### config.mk
export PLATFORM = sky130hd
export DESIGN_NAME = conv_slot_sequencer
export DESIGN_NICKNAME = d
export VERILOG_FILES = /design/src/rtl/conv_seq_pkg.sv /design/src/rtl/conv_slot_cfg.sv /design/src/rtl/conv_req_collect.sv /design/src/rtl/conv_slot_arbiter.sv /design/src/rtl/conv_slot_sequencer.sv
export SDC_FILE = /design/constraint.sdc
export NUM_CORES = 1
export LEC_CHECK = 0
export BUFFER_PORTS_ARGS = -buffer_cell sky130_fd_sc_hd__buf_2
export CORE_UTILIZATION = 55
export DETAILED_ROUTE_END_ITERATION = 16
export HOLD_SLACK_MARGIN = 0.03
export PLACE_DENSITY = 0.77
export SLEW_MARGIN = 0
export SYNTH_ARGS = -nofsm -noshare
export SYNTH_HDL_FRONTEND = slang
export SYNTH_HIERARCHICAL = 1
export SYNTH_SLANG_ARGS = --single-unit
export TNS_END_PERCENT = 5
### constraint.sdc
create_clock -name clk -period 9.9 [get_ports clk]
set_input_delay 1.98 -clock clk [delete_from_list [all_inputs] [get_ports clk]]
set_output_delay 1.98 -clock clk [all_outputs]
set_load 0.01 [all_outputs]
### src/rtl/conv_seq_pkg.sv
// Shared encodings for the conversion start sequencer.
// Assumes: the interrupt source field is two bits wide.
package conv_seq_pkg;

    // Which end-of-conversion line re-arms a slot.
    typedef enum logic [1:0] {
        IRQ_SRC_NONE  = 2'd0,
        IRQ_SRC_LINE0 = 2'd1,
        IRQ_SRC_LINE1 = 2'd2,
        IRQ_SRC_RSVD  = 2'd3
    } irq_src_e;

endpackage

### src/rtl/conv_slot_cfg.sv
// Per-slot configuration storage: channel, trigger select, interrupt source
// and sample window field, one write port addressed by slot number.
// Assumes: writes arrive one slot per cycle; window fields below the floor
// are raised to the floor so the stored length never drops below the minimum.
module conv_slot_cfg #(
    parameter int N         = 16,
    parameter int CHAN_W    = 4,
    parameter int TSEL_W    = 4,
    parameter int WIN_W     = 9,
    parameter int MIN_FIELD = 15
) (
    input  logic                  clk,
    input  logic                  rst_n,
    input  logic                  cfg_we,
    input  logic [$clog2(N)-1:0]  cfg_slot,
    input  logic [CHAN_W-1:0]     cfg_chan,
    input  logic [TSEL_W-1:0]     cfg_tsel,
    input  logic [WIN_W-1:0]      cfg_win,
    input  logic [1:0]            cfg_isrc,
    output logic [CHAN_W-1:0]     chan_q [N],
    output logic [TSEL_W-1:0]     tsel_q [N],
    output logic [WIN_W-1:0]      win_q  [N],
    output logic [1:0]            isrc_q [N]
);
    localparam int SLOT_W = $clog2(N);
    localparam logic [WIN_W-1:0] WIN_FLOOR = WIN_W'(MIN_FIELD);

    logic [WIN_W-1:0] win_in;

    // Raise short window requests to the minimum legal field value.
    always_comb begin
        win_in = (cfg_win < WIN_FLOOR) ? WIN_FLOOR : cfg_win;
    end

    for (genvar g = 0; g < N; g++) begin : g_slot
        // Hold one slot's configuration, updated when addressed.
        always_ff @(posedge clk) begin
            if (!rst_n) begin
                chan_q[g] <= '0;
                tsel_q[g] <= '0;
                win_q[g]  <= WIN_FLOOR;
                isrc_q[g] <= '0;
            end else if (cfg_we && (cfg_slot == SLOT_W'(g))) begin
                chan_q[g] <= cfg_chan;
                tsel_q[g] <= cfg_tsel;
                win_q[g]  <= win_in;
                isrc_q[g] <= cfg_isrc;
            end
        end

        p_win_floor_r2: assert property (@(posedge clk) disable iff (!rst_n)
            win_q[g] >= WIN_FLOOR);
    end

endmodule

### src/rtl/conv_req_collect.sv
// Gathers start requests per slot (external trigger, software force,
// interrupt feedback) into a pending vector and clears a slot on grant.
// Assumes: a request on the grant edge re-arms the slot (set beats clear).
module conv_req_collect
    import conv_seq_pkg::*;
#(
    parameter int N        = 16,
    parameter int NUM_TRIG = 8,
    parameter int TSEL_W   = 4
) (
    input  logic                  clk,
    input  logic                  rst_n,
    input  logic [TSEL_W-1:0]     tsel_q [N],
    input  logic [1:0]            isrc_q [N],
    input  logic [NUM_TRIG-1:0]   trig_in,
    input  logic [1:0]            irq_line,
    input  logic                  force_we,
    input  logic [N-1:0]          force_mask,
    input  logic                  gnt_vld,
    input  logic [$clog2(N)-1:0]  gnt_slot,
    output logic [N-1:0]          pend_q
);
    localparam int TEXT_W = 1 << TSEL_W;

    logic [TEXT_W-1:0] trig_ext;
    logic [N-1:0]      set_vec;
    logic [N-1:0]      clr_vec;

    // Put a constant zero at select 0 and zero-pad beyond the last line.
    assign trig_ext = TEXT_W'({trig_in, 1'b0});

    for (genvar g = 0; g < N; g++) begin : g_req
        logic irq_hit;

        // Decode the slot's interrupt source onto the two feedback lines.
        always_comb begin
            case (isrc_q[g])
                IRQ_SRC_LINE0: irq_hit = irq_line[0];
                IRQ_SRC_LINE1: irq_hit = irq_line[1];
                default:       irq_hit = 1'b0;
            endcase
        end

        // Combine all request sources for this slot.
        assign set_vec[g] = trig_ext[tsel_q[g]] | irq_hit | (force_we & force_mask[g]);
    end

    // Select the one slot being granted this cycle, if any.
    always_comb begin
        clr_vec = '0;
        if (gnt_vld) begin
            clr_vec[gnt_slot] = 1'b1;
        end
    end

    // Pending state: new requests merge, grants retire, repeats are absorbed.
    always_ff @(posedge clk) begin
        if (!rst_n) begin
            pend_q <= '0;
        end else begin
            pend_q <= (pend_q & ~clr_vec) | set_vec;
        end
    end

    p_req_pends_r4: assert property (@(posedge clk) disable iff (!rst_n)
        (set_vec != '0) |=> ((pend_q & $past(set_vec)) == $past(set_vec)));

    p_grant_clears_r11: assert property (@(posedge clk) disable iff (!rst_n)
        (gnt_vld && !set_vec[gnt_slot]) |=> !pend_q[$past(gnt_slot)]);

endmodule

### src/rtl/conv_slot_arbiter.sv
// Picks the next slot: lowest pending slot below the boundary first,
// otherwise the first pending slot at or after the round-robin pointer.
// Assumes: 'take' is asserted only in a cycle where pick_vld is high.
module conv_slot_arbiter #(
    parameter int N      = 16,
    parameter int MODE_W = 5
) (
    input  logic                  clk,
    input  logic                  rst_n,
    input  logic [N-1:0]          req,
    input  logic [MODE_W-1:0]     prio_mode,
    input  logic                  take,
    output logic                  pick_vld,
    output logic [$clog2(N)-1:0]  pick_slot
);
    localparam int SLOT_W = $clog2(N);
    localparam logic [MODE_W-1:0] ALL_FIXED = MODE_W'(N);

    logic [MODE_W-1:0] bound;
    logic [MODE_W-1:0] rr_start;
    logic [N-1:0]      fixed_req;
    logic [N-1:0]      rr_req;
    logic              fix_hit;
    logic [SLOT_W-1:0] fix_slot;
    logic              rr_hit;
    logic [SLOT_W-1:0] rr_slot;
    logic [SLOT_W-1:0] ptr_q;

    // Clamp the boundary to the number of slots.
    always_comb begin
        bound = (prio_mode > ALL_FIXED) ? ALL_FIXED : prio_mode;
    end

    // Split pending requests into the fixed and round-robin groups.
    always_comb begin
        for (int i = 0; i < N; i++) begin
            fixed_req[i] = req[i] && (MODE_W'(i) < bound);
            rr_req[i]    = req[i] && !(MODE_W'(i) < bound);
        end
    end

    // Lowest-numbered pending slot of the fixed group.
    always_comb begin
        fix_hit  = 1'b0;
        fix_slot = '0;
        for (int i = N - 1; i >= 0; i--) begin
            if (fixed_req[i]) begin
                fix_hit  = 1'b1;
                fix_slot = SLOT_W'(i);
            end
        end
    end

    // Round-robin search origin, never below the boundary.
    always_comb begin
        rr_start = (MODE_W'(ptr_q) < bound) ? bound : MODE_W'(ptr_q);
    end

    // First pending round-robin slot, scanning upward from the origin.
    always_comb begin
        rr_hit  = 1'b0;
        rr_slot = '0;
        for (int i = 0; i < N; i++) begin
            if (!rr_hit && rr_req[(int'(rr_start) + i) % N]) begin
                rr_hit  = 1'b1;
                rr_slot = SLOT_W'((int'(rr_start) + i) % N);
            end
        end
    end

    assign pick_vld  = fix_hit | rr_hit;
    assign pick_slot = fix_hit ? fix_slot : rr_slot;

    // Advance the pointer past each round-robin grant, wrapping to the boundary.
    always_ff @(posedge clk) begin
        if (!rst_n) begin
            ptr_q <= '0;
        end else if (take && !fix_hit && rr_hit) begin
            ptr_q <= (rr_slot == SLOT_W'(N - 1)) ? SLOT_W'(bound) : rr_slot + SLOT_W'(1);
        end
    end

    p_pick_is_pending_r11: assert property (@(posedge clk) disable iff (!rst_n)
        pick_vld |-> req[pick_slot]);

    p_fixed_first_r7: assert property (@(posedge clk) disable iff (!rst_n)
        (fixed_req != '0) |-> (MODE_W'(pick_slot) < bound));

    p_full_fixed_r9: assert property (@(posedge clk) disable iff (!rst_n)
        (bound == ALL_FIXED && req != '0) |-> (pick_slot == SLOT_W'($countones(req) == 0 ? 0 : pick_slot)) && fix_hit);

endmodule

### src/rtl/conv_slot_sequencer.sv
// Top of the conversion start sequencer: configuration store, request
// collection, arbitration and a single-conversion dispatch stage with busy.
// Assumes: conv_done is pulsed by the converter once per started conversion;
// prio_mode changes only while nothing is pending.
module conv_slot_sequencer #(
    parameter int N        = 16,
    parameter int NUM_TRIG = 8,
    parameter int CHAN_W   = 4,
    parameter int WIN_W    = 9,
    parameter int MIN_WIN  = 16
) (
    input  logic                          clk,
    input  logic                          rst_n,
    input  logic                          cfg_we,
    input  logic [$clog2(N)-1:0]          cfg_slot,
    input  logic [CHAN_W-1:0]             cfg_chan,
    input  logic [$clog2(NUM_TRIG+1)-1:0] cfg_tsel,
    input  logic [WIN_W-1:0]              cfg_win,
    input  logic [1:0]                    cfg_isrc,
    input  logic [$clog2(N+1)-1:0]        prio_mode,
    input  logic                          force_we,
    input  logic [N-1:0]                  force_mask,
    input  logic [NUM_TRIG-1:0]           trig_in,
    input  logic [1:0]                    irq_line,
    input  logic                          conv_done,
    output logic                          conv_start,
    output logic [$clog2(N)-1:0]          conv_slot,
    output logic [CHAN_W-1:0]             conv_chan,
    output logic [WIN_W-1:0]              conv_win,
    output logic                          busy
);
    localparam int SLOT_W    = $clog2(N);
    localparam int TSEL_W    = $clog2(NUM_TRIG + 1);
    localparam int MODE_W    = $clog2(N + 1);
    localparam int MIN_FIELD = MIN_WIN - 1;

    logic [CHAN_W-1:0] slot_chan [N];
    logic [TSEL_W-1:0] slot_tsel [N];
    logic [WIN_W-1:0]  slot_win  [N];
    logic [1:0]        slot_isrc [N];
    logic [N-1:0]      pend;
    logic              pick_vld;
    logic [SLOT_W-1:0] pick_slot;
    logic              take;

    logic              busy_q;
    logic              start_q;
    logic [SLOT_W-1:0] slot_q;
    logic [CHAN_W-1:0] chan_q;
    logic [WIN_W-1:0]  win_q;

    conv_slot_cfg #(
        .N(N), .CHAN_W(CHAN_W), .TSEL_W(TSEL_W), .WIN_W(WIN_W), .MIN_FIELD(MIN_FIELD)
    ) cfg_i (
        .clk(clk), .rst_n(rst_n),
        .cfg_we(cfg_we), .cfg_slot(cfg_slot), .cfg_chan(cfg_chan),
        .cfg_tsel(cfg_tsel), .cfg_win(cfg_win), .cfg_isrc(cfg_isrc),
        .chan_q(slot_chan), .tsel_q(slot_tsel), .win_q(slot_win), .isrc_q(slot_isrc)
    );

    conv_req_collect #(
        .N(N), .NUM_TRIG(NUM_TRIG), .TSEL_W(TSEL_W)
    ) req_i (
        .clk(clk), .rst_n(rst_n),
        .tsel_q(slot_tsel), .isrc_q(slot_isrc),
        .trig_in(trig_in), .irq_line(irq_line),
        .force_we(force_we), .force_mask(force_mask),
        .gnt_vld(take), .gnt_slot(pick_slot),
        .pend_q(pend)
    );

    conv_slot_arbiter #(
        .N(N), .MODE_W(MODE_W)
    ) arb_i (
        .clk(clk), .rst_n(rst_n),
        .req(pend), .prio_mode(prio_mode), .take(take),
        .pick_vld(pick_vld), .pick_slot(pick_slot)
    );

    // A grant is taken only while the converter is idle.
    assign take = pick_vld && !busy_q;

    // Dispatch: latch the winner's settings, pulse start, hold busy until done.
    always_ff @(posedge clk) begin
        if (!rst_n) begin
            busy_q  <= 1'b0;
            start_q <= 1'b0;
            slot_q  <= '0;
            chan_q  <= '0;
            win_q   <= '0;
        end else begin
            start_q <= take;
            if (take) begin
                busy_q <= 1'b1;
                slot_q <= pick_slot;
                chan_q <= slot_chan[pick_slot];
                win_q  <= slot_win[pick_slot];
            end else if (busy_q && conv_done) begin
                busy_q <= 1'b0;
            end
        end
    end

    assign conv_start = start_q;
    assign conv_slot  = slot_q;
    assign conv_chan  = chan_q;
    assign conv_win   = win_q;
    assign busy       = busy_q;

    p_start_with_busy_r10: assert property (@(posedge clk) disable iff (!rst_n)
        conv_start |-> busy);

    p_start_single_r10: assert property (@(posedge clk) disable iff (!rst_n)
        conv_start |=> !conv_start);

    p_busy_hold_r10: assert property (@(posedge clk) disable iff (!rst_n)
        (busy && !conv_done) |=> busy);

    p_busy_release_r10: assert property (@(posedge clk) disable iff (!rst_n)
        (busy && conv_done) |=> !busy);

endmodule

==> impl_metrics.json, run 1 <==
{
  "status": "finished clean",
  "insertion_delay_ps": 540,
  "min_path_type": "reg -> reg",
  "drc": 0,
  "wl_mm": 64.01,
  "tightest_slew_ps": 1110,
  "peakVddDrop_uv": 126.7,
  "criticalPathCategory": "in -> reg",
  "place.gp.congestion": 1.036,
  "post_cts_buffers": 0,
  "leakagePower_nw": 9.060,
  "min_period_ps": 8776,
  "synth_compound_area_share_pct": 20.30,
  "finalMaxSlewViolations": 0,
  "synth.distinct_cells": 107,
  "ys_ff_latch": 343,
  "grt_overflow": 0,
  "powerDensity_mw_per_mm2": 170.0,
  "synth_async_sr_flop_share_pct": 0,
  "start_util_pct": 56.06,
  "ys.warnings.count": 6,
  "area_growth_pct": 7.177,
  "synthSimpleGateAreaFrac_pct": 13.79,
  "startpoint": "prio_mode[3]",
  "fin_crit_sh_pct": 88.64,
  "die_y_um": 195.4,
  "final_cell_mix": "dfxtp_1 (343), nand2_1 (339), mux2i_1 (300)",
  "setup-tns-final_ps": 0,
  "viasPerCell": 6.695,
  "die_w_um": 195.4,
  "grt_usage_pct": 32.75,
  "cp.arrival_ps": 9200,
  "final_common_cell": "dfxtp_1",
  "finalInstanceArea_mm2": 0.02205,
  "cts_hold_buf": 0,
  "drtPass1Iterations": 6,
  "root_buffer": "clkbuf_16",
  "rsz0062_at_grt": "no",
  "cp-start-kind": "input pin",
  "antenna_left": 0,
  "numCtsBuffers": 35,
  "grt_pass1_wl_mm": 99.06,
  "cts_num_sinks": 343,
  "worstPathRequired_ps": 10320,
  "nNetsFinal": 2297,
  "clk_pin_slew_ps": 60,
  "r2r-start": "arb_i/ptr_q[2]$_SDFFE_PN0P_",
  "cts_buffer_depth": 3,
  "cpMostUsedCell": "ha_1",
  "drive_gt1_share_pct": 14.61,
  "synth_area_mm2": 0.02057,
  "cp_max_fo": 28,
  "synth_top_area_share_pct": 33.38,
  "cp_slowest_stage_delay_ps": 660,
  "cts_tree": "done",
  "drt_iter0_drc": 1850,
  "std_cell_rows": 70,
  "min_from": "cfg_i/win_q[6]$_SDFFE_PN0P_",
  "synthFlopType": "dfxtp_1",
  "cts_resized": 0,
  "place_area_mm2": 0.02084,
  "critPathSlowestCell": "a21oi_4",
  "dpl.hpwl_mm": 42.35,
  "core-area_mm2": 0.03670,
  "synthAdderAreaFrac_pct": 2.311,
  "grt_pass1_vias": 17530,
  "ios": 78,
  "ys_seq_area_share_pct": 33.38,
  "yosysTopAreaCell": "dfxtp_1",
  "antenna_found_initial": 7,
  "port_buffers": 77,
  "vias": 18080,
  "crit_path_end_kind": "flip-flop",
  "synthCells": 2233,
  "htreeDepth": 2,
  "relSlewSlack_pct": 25.97,
  "synth_xor_area_share_pct": 0.5413,
  "synth_top_family_by_area": "multiplexers",
  "wl_per_cell_um": 23.71,
  "synth_fp_nets": 2330,
  "max_freq_mhz": 114.0,
  "die_area_mm2": 0.03818,
  "synth-edff-count": 0,
  "hold_viol": 0,
  "synth_mux_area_share_pct": 22.90,
  "avgSynthCellArea_um2": 9.212,
  "maxCapViolations": 0,
  "grt_max_degree": 114,
  "synthTopCellsByArea": "dfxtp_1 (33%), mux2i_1 (15%), nand2_1 (6.2%)",
  "setup_violations": 0,
  "skew_ps": 18.97
}
[sequential cells by signal, indices dropped and copies added (netlist names), 4 cells and up]
signal / flops
cfg_i/tsel_q: 64
conv_chan: 4
req_i/pend_q: 16
conv_slot: 4
cfg_i/chan_q: 64
cfg_i/isrc_q: 32
arb_i/ptr_q: 4
conv_win: 9
cfg_i/win_q: 144
[area by class of cell]
cell class,count,area (µm²)
fillers,3059,14650
flip-flops and latches,343,6867
clock buffers,51,1047
diodes,7,17.52
well taps,468,585.6
repair buffers,119,735.7
inverters,84,317.8
multi-input cells,1617,12330
clock inverters,11,147.6
[power by group]
group	switching [mW]	leakage, nW	internal, mW
Sequential	0.0358	2.78	1.42
Combinational	0.586	5.69	0.325
Clock	0.568	0.589	0.816
[logic make-up after synthesis]
| logic type | after synthesis |
|---|---|
| multiplexers | 388 |
| AND/OR/NAND/NOR | 582 |
| flip-flops | 343 |
| adder cells (fa/ha/maj) | 38 |
| buffers and inverters | 273 |
| XOR/XNOR | 11 |
| AO/OA/AOI/OAI | 598 |
[critical path, delay by kind of cell]
kind | cells | cell delay [ps]
adders and majority gates | 2 | 900
muxes | 3 | 920
and+or+nand+nor | 7 | 1950
AOI/OAI and AO/OA | 9 | 2700
buffers and inverters | 4 | 690
[metal layers]
metal	global-route usage, %	part of all wire (%)
met5	0	0
met2	52.76	46
met3	5.872	8.6
met1	43.05	42
met4	14.11	4.2
[synth_stat cells (all sizes together), types with 8 or more instances]
library cell and count:
mux2 33, or3 8, nor3 19, and3 14
o21a 22, a21oi 102, dfxtp 343, ha 38
a211oi 77, a221oi 45, nand2b 9, o21ai 151
nand3b 11, xnor2 11, or3b 12, nor4b 16
inv 84, o211ai 34, mux4 55, mux2i 300
nand3 21, and2 15, a22oi 52, clkbuf 97
buf 89, nor2 51, nand2 352, a31oi 27
nor2b 20
[through the flow]
| stage | hold slack [ps] | total power, mW | cells | utilization (%) | setup slack (ps) |
|---|---|---|---|---|---|
| 2_1_floorplan | 429.9 | 2.108 | 2233 | - | 1075 |
| 3_3_place_gp | 438.1 | 2.358 | 2631 | 56.77 | 1004 |
| 3_5_place_dp | 447.6 | 2.363 | 2631 | 56.77 | 768.7 |
| 4_1_cts | 459.7 | 3.725 | 2693 | 60.03 | 1273 |
| 5_1_grt | 475.3 | 3.859 | 2700 | 60.08 | 673.9 |
| 6_report | 459.0 | 3.747 | 2700 | 60.08 | 1124 |
[final timing paths]
| path | endpoint | slack (ps) | cells after the start |
|---|---|---|---|
| max reg2reg | conv_win[4]$_SDFFE_PN0P_ | 2730 | 22 |
| min | cfg_i/win_q[6]$_SDFFE_PN0P_ | 460 | 2 |
| min reg2reg | cfg_i/win_q[6]$_SDFFE_PN0P_ | 460 | 2 |
| max | conv_win[4]$_SDFFE_PN0P_ | 1120 | 25 |
Note: power is estimated with default switching activity, not from simulation.
==> run 2, diff against run 1 <==
CORE_UTILIZATION = 62   (was 55)
PLACE_DENSITY = 0.85   (was 0.77)
==> run 2 against run 1 <==
- largest power group unchanged
- sequential share of layout area rose by 0.058 points
- combinational power is 2% higher
- setup slack lost 280 ps
- critical path depth fell by 2
==> impl_metrics.json, run 2 (synthesis gave the netlist of run 1 again) <==
{
  "status": "finished clean",
  "drt_iter0_drc": 2460,
  "drive_gt1_share_pct": 14.71,
  "grt_overflow": 0,
  "grt_pass1_vias": 17880,
  "setup-tns-final_ps": 0,
  "port_buffers": 77,
  "cts_resized": 0,
  "max_freq_mhz": 110.4,
  "skew_ps": 16.27,
  "holdWs_ps": 451.9,
  "grt_max_degree": 239,
  "reg2regPathDepth": 20,
  "relSlewSlack_pct": 7.070,
  "p_sw_share_pct": 32.53,
  "leakagePower_nw": 9.067,
  "die_y_um": 184.2,
  "dpl.hpwl_mm": 42.37,
  "worstPathRequired_ps": 10320,
  "setup_violations": 0,
  "crit_path_end_kind": "flip-flop",
  "grt_usage_pct": 37.47,
  "antenna_left": 0,
  "post_cts_buffers": 0,
  "cp.arrival_ps": 9480,
  "critPathBufInv": 4,
  "cp-start-kind": "input pin",
  "cp_max_fo": 15,
  "crit_family": "simple AND/OR/NAND/NOR gates",
  "core-area_mm2": 0.03262,
  "pwr-share-clk_pct": 35.7,
  "drtPass1Iterations": 5,
  "grt_pass1_wl_mm": 99.26,
  "rrSetupSlack_ps": 2320,
  "die_w_um": 184.2,
  "r2r-start": "arb_i/ptr_q[2]$_SDFFE_PN0P_",
  "peakVddDrop_uv": 150.6,
  "start_util_pct": 63.06,
  "final_cell_mix": "dfxtp_1 (343), nand2_1 (339), mux2i_1 (300)",
  "min_path_type": "reg -> reg",
  "power_frac_seq_pct": 39.2,
  "htreeDepth": 2,
  "hold_viol": 0,
  "maxCapViolations": 0,
  "p_sw_mw": 1.204,
  "finalMaxSlewViolations": 0,
  "wl_per_cell_um": 23.86,
  "numCtsBuffers": 36,
  "clk_pin_slew_ps": 60,
  "startpoint": "prio_mode[3]",
  "place.gp.congestion": 1.039,
  "regMostFlops": "cfg_i/win_q",
  "crit_chain": "buf_2 -> nor2b_2 -> inv_2 -> ha_1 -> nand4b_4 -> o22a_2 -> a22o_4 -> inv_4 -> ha_1 -> inv_1 -> xnor2_1 -> a21oi_1 -> o211ai_1 -> and4_1 -> nor4b_4 -> nand4_2 -> nor4_1 -> a21oi_1 -> a21oi_2 -> a22o_1 -> nor2b_1 -> a221oi_1 -> a221o_1",
  "final_common_cell": "dfxtp_1",
  "min_period_ps": 9056,
  "std_cell_rows": 66,
  "nNetsFinal": 2301,
  "ios": 78,
  "critPathSlowestCell": "nor2b_1",
  "drc": 0,
  "die_area_mm2": 0.03391,
  "cp_slowest_stage_delay_ps": 1130,
  "area_growth_pct": 6.976,
  "cts_hold_buf": 0,
  "min_from": "cfg_i/chan_q[17]$_SDFFE_PN0P_",
  "pwr-share-comb_pct": 25.1,
  "fin_crit_sh_pct": 91.47,
  "vias": 18370,
  "p_int_mw": 2.496,
  "wl_mm": 63.87,
  "insertion_delay_ps": 530,
  "hold_end": "cfg_i/chan_q[17]$_SDFFE_PN0P_",
  "rsz0062_at_grt": "no",
  "cts_buffer_depth": 3,
  "powerDensity_mw_per_mm2": 168.1,
  "top_regs": "cfg_i/win_q (144), cfg_i/chan_q (64), cfg_i/tsel_q (64)",
  "antenna_found_initial": 5,
  "root_buffer": "clkbuf_16",
  "largest_register_ffs": 144,
  "cts_tree": "done",
  "cts_num_sinks": 343,
  "holdPathStages": 2,
  "criticalPathCategory": "in -> reg",
  "rr_endpoint": "conv_win[3]$_SDFFE_PN0P_",
  "tightest_slew_ps": 1391,
  "viasPerCell": 6.864
}
## run 2: routing by layer
metal / vias up / global-route usage [%] / share of wire (%)
met3: 208 / 7.014 / 10
met1: 8862 / 48.94 / 40
met2: 1117 / 59.08 / 46
met5: - / 0 / 0
met4: 0 / 19.33 / 4.6
li1: 8187 / - / -
## run 2: final cells by class
| cell class | instances | area [µm²] |
|---|---|---|
| antenna | 5 | 12.51 |
| clock buffer | 53 | 1055 |
| clock inverter | 11 | 88.84 |
| fill | 2498 | 10610 |
| inverter | 84 | 317.8 |
| multi-input combinational | 1617 | 12330 |
| sequential | 343 | 6867 |
| tap | 442 | 553.0 |
| timing repair buffer | 122 | 783.3 |
## run 2: how the worst max path moves through the flow
stage	endpoint	slack, ps	cells past startpoint
floorplan	conv_chan[0]$_SDFFE_PN0P_	1070	33
global placement	conv_win[3]$_SDFFE_PN0P_	760	23
detailed placement	conv_win[3]$_SDFFE_PN0P_	520	23
CTS	conv_win[3]$_SDFFE_PN0P_	1040	23
global route	conv_win[3]$_SDFFE_PN0P_	370	21
finish	conv_win[3]$_SDFFE_PN0P_	840	23
## run 2: power groups by stage
stage | sequential (mW) | clock, mW | combinational [mW]
2_1_floorplan | 1.47 | 0 | 0.638
5_1_grt | 1.45 | 1.38 | 0.977
6_report | 1.45 | 1.32 | 0.929
3_3_place_gp | 1.48 | 0 | 0.887
3_5_place_dp | 1.48 | 0 | 0.891
4_1_cts | 1.45 | 1.32 | 0.898
## run 2: metrics by stage
| stage | instance area, µm² | power [mW] | worst slack [ps] | cells | util [%] |
|---|---|---|---|---|---|
| after floorplan | 20570 | 2.108 | 1075 | 2233 | - |
| after global placement | 20850 | 2.364 | 760.4 | 2608 | 63.92 |
| after detailed placement | 20850 | 2.369 | 518.7 | 2608 | 63.92 |
| after CTS | 21990 | 3.667 | 1037 | 2672 | 67.43 |
| after global routing | 22000 | 3.814 | 370.8 | 2676 | 67.46 |
| final | 22010 | 3.700 | 844.2 | 2677 | 67.46 |
## run 2: worst reg2reg max path, cell delays in order (launching register included)
cell and delay, ps:
dfxtp_1 520, ha_1 390, a211oi_4 400, o22ai_2 290, a22o_4 320, inv_4 150, ha_1 270, inv_1 100
xnor2_1 610, a21oi_1 160, o211ai_1 220, and4_1 390, nor4b_4 560, nand4_2 320, nor4_1 350, a21oi_1 80
a21oi_2 230, a22o_1 440, nor2b_1 1130, a221oi_1 240, a221o_1 310
